$ cat src/rtl/dspace_unit.sv
module dspace_unit #(
  parameter int AW = 8,
  parameter int DW = 8
) (
  input  logic          clk,
  input  logic          rst_n,
  input  logic [AW-1:0] acc_addr,
  input  logic          acc_indirect,
  input  logic          rd_en,
  input  logic          wr_en,
  input  logic [DW-1:0] wr_data,
  output logic [DW-1:0] rd_data,
  output logic          sfr_sel,
  output logic          sfr_we,
  output logic [DW-1:0] sfr_rstval
);
  localparam int RAM_DEPTH = 1 << AW;
  localparam int SFR_DEPTH = RAM_DEPTH / 2;
  localparam int IW = 2 * DW + 1;

  function automatic logic [IW-1:0] sfr_info(input logic [AW-2:0] idx);
    logic [IW-1:0] r;
    case ({1'b1, idx})
      8'h80, 8'h90, 8'hA0, 8'hB0: r = {1'b1, 8'hFF, 8'hFF};
      8'h81:                      r = {1'b1, 8'h07, 8'hFF};
      8'h87:                      r = {1'b1, 8'h00, 8'h8F};
      8'hA8:                      r = {1'b1, 8'h00, 8'hBF};
      8'hB8:                      r = {1'b1, 8'h00, 8'h3F};
      8'hC9:                      r = {1'b1, 8'h00, 8'h03};
      8'h82, 8'h83, 8'h88, 8'h89, 8'h8A, 8'h8B, 8'h8C, 8'h8D,
      8'h98, 8'h99, 8'hC8, 8'hCA, 8'hCB, 8'hCC, 8'hCD,
      8'hD0, 8'hE0, 8'hF0:        r = {1'b1, 8'h00, 8'hFF};
      default:                    r = '0;
    endcase
    return r;
  endfunction

  logic [DW-1:0] ram   [RAM_DEPTH];
  logic [DW-1:0] sfr_q [SFR_DEPTH];

  wire            to_sfr = acc_addr[AW-1] & ~acc_indirect;
  wire [AW-2:0]   sidx   = acc_addr[AW-2:0];
  wire [IW-1:0]   info   = sfr_info(sidx);
  wire            impl   = info[IW-1];
  wire [DW-1:0]   rstv   = info[2*DW-1:DW];
  wire [DW-1:0]   wmask  = info[DW-1:0];
  wire [DW-1:0]   rd_mux = to_sfr ? sfr_q[sidx] : ram[acc_addr];

  assign sfr_sel    = to_sfr & impl & (rd_en | wr_en);
  assign sfr_we     = sfr_sel & wr_en;
  assign sfr_rstval = sfr_sel ? rstv : '0;

  always_ff @(posedge clk)
    if (wr_en && !to_sfr) ram[acc_addr] <= wr_data;

  always_ff @(posedge clk or negedge rst_n)
    if (!rst_n) begin
      for (int i = 0; i < SFR_DEPTH; i++) begin
        logic [IW-1:0] ri;
        ri = sfr_info((AW-1)'(i));
        sfr_q[i] <= ri[2*DW-1:DW];
      end
    end else if (sfr_we) begin
      sfr_q[sidx] <= wr_data & wmask;
    end

  always_ff @(posedge clk or negedge rst_n)
    if (!rst_n)     rd_data <= '0;
    else if (rd_en) rd_data <= rd_mux;

  AST_RD_HOLD: assert property (@(posedge clk) disable iff (!rst_n)
    !rd_en |=> $stable(rd_data));
  AST_WE_NEEDS_SEL: assert property (@(posedge clk) disable iff (!rst_n)
    sfr_we |-> (sfr_sel && wr_en));
  AST_INDIRECT_NO_SFR: assert property (@(posedge clk) disable iff (!rst_n)
    acc_indirect |-> (!sfr_sel && !sfr_we));
  AST_UNIMPL_ZERO: assert property (@(posedge clk) disable iff (!rst_n)
    (rd_en && !acc_indirect && acc_addr[AW-1] && !sfr_sel) |=> rd_data == '0);
  AST_RESERVED_ZERO: assert property (@(posedge clk) disable iff (!rst_n)
    (rd_en && !acc_indirect && acc_addr == 8'hA8) |=> !rd_data[6]);
  AST_RSTVAL_IDLE: assert property (@(posedge clk) disable iff (!rst_n)
    !sfr_sel |-> sfr_rstval == '0);
endmodule

$ cat config.mk
export PLATFORM = sky130hd
export DESIGN_NAME = dspace_unit
export DESIGN_NICKNAME = d
export VERILOG_FILES = /design/src/rtl/dspace_unit.sv
export SDC_FILE = /design/constraint.sdc
export NUM_CORES = 2
export LEC_CHECK = 0
export BUFFER_PORTS_ARGS = -buffer_cell sky130_fd_sc_hd__clkbuf_2
export CORE_MARGIN = 4
export CORE_UTILIZATION = 35
export CTS_CLUSTER_DIAMETER = 80
export DETAILED_ROUTE_END_ITERATION = 10
export SYNTH_ARGS = -nofsm -noshare
export SYNTH_HDL_FRONTEND = slang
export SYNTH_SLANG_ARGS = --single-unit
$ cat constraint.sdc
create_clock -name clk -period 4 [get_ports clk]
set_clock_uncertainty 0.15 [all_clocks]
set_input_delay 0.2 -clock clk [delete_from_list [all_inputs] [get_ports clk]]
set_output_delay 0.2 -clock clk [all_outputs]
set_load 0.01 [all_outputs]
# --- Yosys cells after proc, flatten, opt, wreduce, memory -nomap -nowiden ---
# Memory sizes are Yosys's and may differ from the RTL's.
# Cells that the tools add are included.
totals:
  in_bits: 21
  n_memories: 1
  mem_bits_rw: 2048
  regBits: 1032
op_classes:
  n_mux: 11
  reduce_logical: 6
  order_cmp: 2
  n_bitwise: 8
  n_eq_ne: 26
mem_list:
  columns: ["memory", "words", "width", "rd", "rd_clocked_by_memory_dff", "write_ports", "line_no", "rtl"]
  rows:
  - ["ram", 256, 8, 1, 0, 1, "38", "logic [DW-1:0] ram [RAM_DEPTH];"]
ops:
  columns: ["cell", "count"]
  rows:
  - ["bitwise mux 1024 bit", 1]
  - ["one-hot mux 17 bit (7 select lines)", 1]
  - ["== test 7 bit (second input constant)", 9]
  - ["binary-select mux 8 bit (select 7 bit)", 1]
  - ["demux 8 bit (select 7 bit)", 1]
  - ["== test 7 x 4 -> 1 bit (second input constant)", 6]
  - ["two-way mux 8 bit", 5]
  - ["== test 7 x 6 -> 1 bit (second input constant)", 4]
  - ["== test 7 x 5 -> 1 bit (second input constant)", 3]
  - ["OR reduction 18 bit", 1]
  - ["== test 7 x 2 -> 1 bit (second input constant)", 2]
  - ["AND 8 bit", 1]
  - [">= comparator 8 bit (second input constant)", 1]
  - ["less-than comparator 8 x 1 -> 1 bit (second input constant)", 1]
  - ["inverter 7 -> 8 bit", 1]
  - ["== test 7 x 1 -> 1 bit (second input constant)", 1]
  - ["== test 7 x 3 -> 1 bit (second input constant)", 1]
  - ["logical NOT 7 bit", 1]
  - ["AND 1 bit", 4]
  - ["OR reduction 4 bit", 1]
  - ["logical AND 1 bit", 2]
  - ["two-way mux 1 bit", 2]
  - ["logical NOT 1 bit", 1]
  - ["inverter 1 bit", 1]
  - ["bitwise OR 1 bit", 1]

# --- Logic depth before layout (Yosys ltp) ---
depth:
  depth_word: 6
  mapped_depth: 13
  depth_no_buf: 7

# --- Worst setup path before layout ---
# OpenSTA, ideal clock, no wires.
synth_timing:
  path_kind: "input-to-output"
  startpoint: "in acc_addr[5]"
  endpoint: "out sfr_rstval[4]"
  t_arrival_ns: 2.572
  path_stages: 11
  required_ns: 3.650
  path_slack_ns: 1.078
  cell_sequence: "buf_2 -> or3_1 -> clkbuf_2 -> and2_4 -> o31ai_4 -> a211o_4 -> or2_1 -> buf_2 -> o211ai_1 -> nor3_1 -> buf_4"
synth_via:
  elab_chain_len: 6
  word_cells_on_any_way: 33
synth_rtl:
  columns: ["element", "line_no", "rtl"]
  rows:
  - ["start: declaration", "7", "input logic [AW-1:0] acc_addr,"]
  - ["== test 7 x 2 -> 1 bit, or another cell as far along", "23", "case ({1'b1, idx})"]
  - ["OR reduction 18 bit / OR reduction 4 bit (equally long branches)", "23", null]
  - ["one-hot mux 17 bit (7 select lines) (*)", "23", null]
  - ["AND 1 bit (2 in a row)", "49", "assign sfr_sel = to_sfr & impl & (rd_en | wr_en);"]
  - ["two-way mux 8 bit (*)", "51", "assign sfr_rstval = sfr_sel ? rstv : '0;"]
  - ["end: declaration", "15", "output logic [DW-1:0] sfr_rstval"]
# Every way passes the cells marked *; elsewhere a longest branch is shown, timed or not.

# --- Worst setup path in the final report ---
layout_timing:
  startpoint: "mem ram[91][5]"
  endpoint: "reg rd_data[5]"
layout_via:
  elab_chain_len: 2
layout_rtl:
  columns: ["element", "line_no", "rtl"]
  rows:
  - ["start: declaration", "38", null]
  - ["memory (256 x 8 bit)", null, null]
  - ["two-way mux 8 bit", "47", "wire [DW-1:0] rd_mux = to_sfr ? sfr_q[sidx] : ram[acc_addr];"]
  - ["end signal: assignment", "69", "else if (rd_en) rd_data <= rd_mux;"]
  - ["end: declaration", "12", "output logic [DW-1:0] rd_data,"]
# No other way between the ends.
# A chain may end at the register's enable or synchronous reset.

==> out/summary.txt <==
Number of core rows = 213
Status = completed
Fin area = 134000 um2
Total grt overflow = 0
First-pass GRT wire length = 424000 um
Synth Net Count = 6467
VDD IR max = 358 uV
Final min period = 3.82 ns
Synth unique cells = 66
Initial DRT Pass Iterations = 5
Cts bufs inserted = 311
Post-synthesis sequential area ratio = 73.8%
Leading area contributor after synthesis = edfxtp_1
Slew margin rel. = 19.3%
Antenna violations before repair = 12
Final core occ = 39.8%
Synth cell count leaders = 2048 x edfxtp_1, 997 x dfrtp_1, 978 x clkbuf_1
Num Clock Sinks = 3080
Fraction of registers with async set/reset = 33.5%
Leakage Power = 47.9 nW
Vias in the first global route = 59400
Seq pwr share = 52.0%
CTS tree = done
CP cell instances = mux4_2, a22oi_1, a21oi_1, o41ai_1, buf_4, a41oi_1, buf_4, a21oi_1, a21oi_1
Die height = 590 um
Post-route clock period utilization = 95.5%
Final count of pins violating max slew = 0
Clock Power Share = 43.3%
Via density = 5.25
Clk_lat worst skew = 0.87 ns
CP bufs+invs = 2
Post-CTS sizing = 0
Crit path top cell by count = a21oi_1
Fin Setup TNS = 0 ns
Arr. time, crit path = 4.40 ns
PwrDens = 490 nW/um2
# IOs = 39
Worst EP required = 4.58 ns
Average size of a mapped cell = 18.4 um2
Share of cells above drive strength 1 = 29.9%
Total number of vias = 57100
Maximum clock rate = 0.262 GHz
Area Growth Syn to Fin = 13.4%
Yosys top cell area share = 51.9%
Routed Antenna Nets = 0
Total power = 65.7 mW
Maxcap violations = 0
Mapped Area = 118000 um2
Pin count of the biggest net entering global routing = 170
Seq cells post-synth = 3080
Hold WC Path Type = in2async
Share of total power in combinational logic = 4.7%
DP HPWL = 175000 um
Slowest cell on crit path = o41ai_1
RSZ-0062 raised after global routing = no
Number of synthesized flops with an enable pin = 2048
Net load switching power = 14.1 mW
Root buf cell = clkbuf_16
Deepest level of the CTS H-tree = 5
Net Sw Frac = 21.4%
Top cells by area, synth = edfxtp_1 52%, dfrtp_1 21%, mux4_2 15%
Gr usage total = 16.4%
Max clock buf depth = 4
Initial Util = 35.1%
Cell family with most CP delay = compound AO/OA/AOI/OAI gates
Gpl congestion = 0.820
Crit end category = flip-flop
Clock Pin Slew Worst Setup and Hold Paths = 0.06 ns
Post-synth top flop = edfxtp_1
Nets@finish = 6144
Syn Inst Count = 6446
Hold Violations, Final = 0
Worst slew pin tran = 1.21 ns
Final wirelength = 288000 um
Final setup viols = 0
Port Buf Inserts = 38
Startpoint Class = flip-flop
Die width = 590 um
Critical path class = reg2reg
Placed inst area = 124000 um2
Critical Path Max Stage Delay = 0.97 ns
DR DRC count = 0
YS warnings = 0
CP Max Fanout = 1
Die area = 348000 um2
Drt wl/cell = 26.5 um
Design internal power = 51.6 mW
Initial DRC Count = 5906
Count leader, synth = edfxtp_1
Core footprint = 337000 um2
-- through the flow --
step / worst slack (ns) / hold slack, ns / instances
2_1_floorplan: 1.08 / -0.246 / 6446
3_3_place_gp: -0.634 / 0.116 / 10300
3_5_place_dp: -0.463 / 0.113 / 10300
4_1_cts: 0.195 / 0.0251 / 10900
5_1_grt: 0.0372 / 0.0116 / 10900
6_report: 0.182 / 0.00255 / 10900
-- metal layers --
metal | track usage [%] | up-vias | wire [um]
met5 | 0 | - | 13
met4 | 5.04 | 2 | 9260
met3 | 2.89 | 485 | 20700
met2 | 25.5 | 2148 | 136000
met1 | 23.5 | 30600 | 122000
li1 | - | 23900 | -
-- power by group through the flow --
stage	registers, mW	clock network, mW	logic, mW
2_1_floorplan	34.8	0	1.46
3_3_place_gp	34.8	0	3.05
3_5_place_dp	34.8	0	3.10
4_1_cts	34.2	29.1	3.12
5_1_grt	34.1	30.5	3.27
6_report	34.2	28.5	3.07
-- flip-flops by register name, summed over array words and instances, names as in the netlist --
register and count:
ram 2048, rd_data 8, sfr_q 1024
-- path summary, 6_finish.rpt --
kind                          endpoint  cells past startpoint  slack [ns]         from
max in group asynchronous   sfr_q[492]                      3        2.90        rst_n
max reg2reg                 rd_data[5]                      9        0.18   ram[91][5]
min                        sfr_q[1020]                      2       0.003        rst_n
min in group clk            rd_data[3]                      7        0.10  acc_addr[7]
min reg2reg                  sfr_q[74]                      0        0.22    sfr_q[74]
max                         rd_data[5]                      9        0.18   ram[91][5]
-- logic make-up after synthesis --
| family | Yosys count | share of synthesized area (%) |
|---|---|---|
| buffers and inverters | 1181 | 4.04 |
| AND/OR/NAND/NOR | 592 | 2.18 |
| AO/OA/AOI/OAI | 690 | 3.88 |
| flip-flops | 3080 | 73.8 |
| multiplexers | 903 | 16.1 |
-- area by class of cell --
cell class | instances | area [um2]
flip-flops and latches | 3080 | 87400
fillers | 29900 | 203000
diodes | 1 | 2.50
inverters | 4 | 15.0
multi-input cells | 2185 | 26300
repair buffers | 541 | 5000
clock buffers | 405 | 8510
well taps | 4515 | 5650
clock inverters | 148 | 1400
-- placed cells by master, fill, tap and decap left out, drive strengths merged, types with 28 or more instances in the layout --
| cell | Yosys | layout |
|---|---|---|
| o21ai | 141 | 141 |
| clkbuf | 979 | 438 |
| dfstp | 35 | 35 |
| mux2i | 40 | 40 |
| edfxtp | 2048 | 2048 |
| a22oi | 269 | 269 |
| dfrtp | 997 | 997 |
| mux4 | 794 | 794 |
| a21oi | 154 | 154 |
| nand2 | 192 | 192 |
| clkinv | 1 | 110 |
| mux2 | 69 | 69 |
| buf | 198 | 494 |
| nor2b | 28 | 28 |
| nor2 | 292 | 292 |
-- timing repair --
action / 4_1_cts / 5_1_grt
buffers inserted: 0 / 0
hold buffers: 15 / 0
hold endpoints to repair: 1663 / 0
Note: power is estimated with default switching activity, not from simulation.
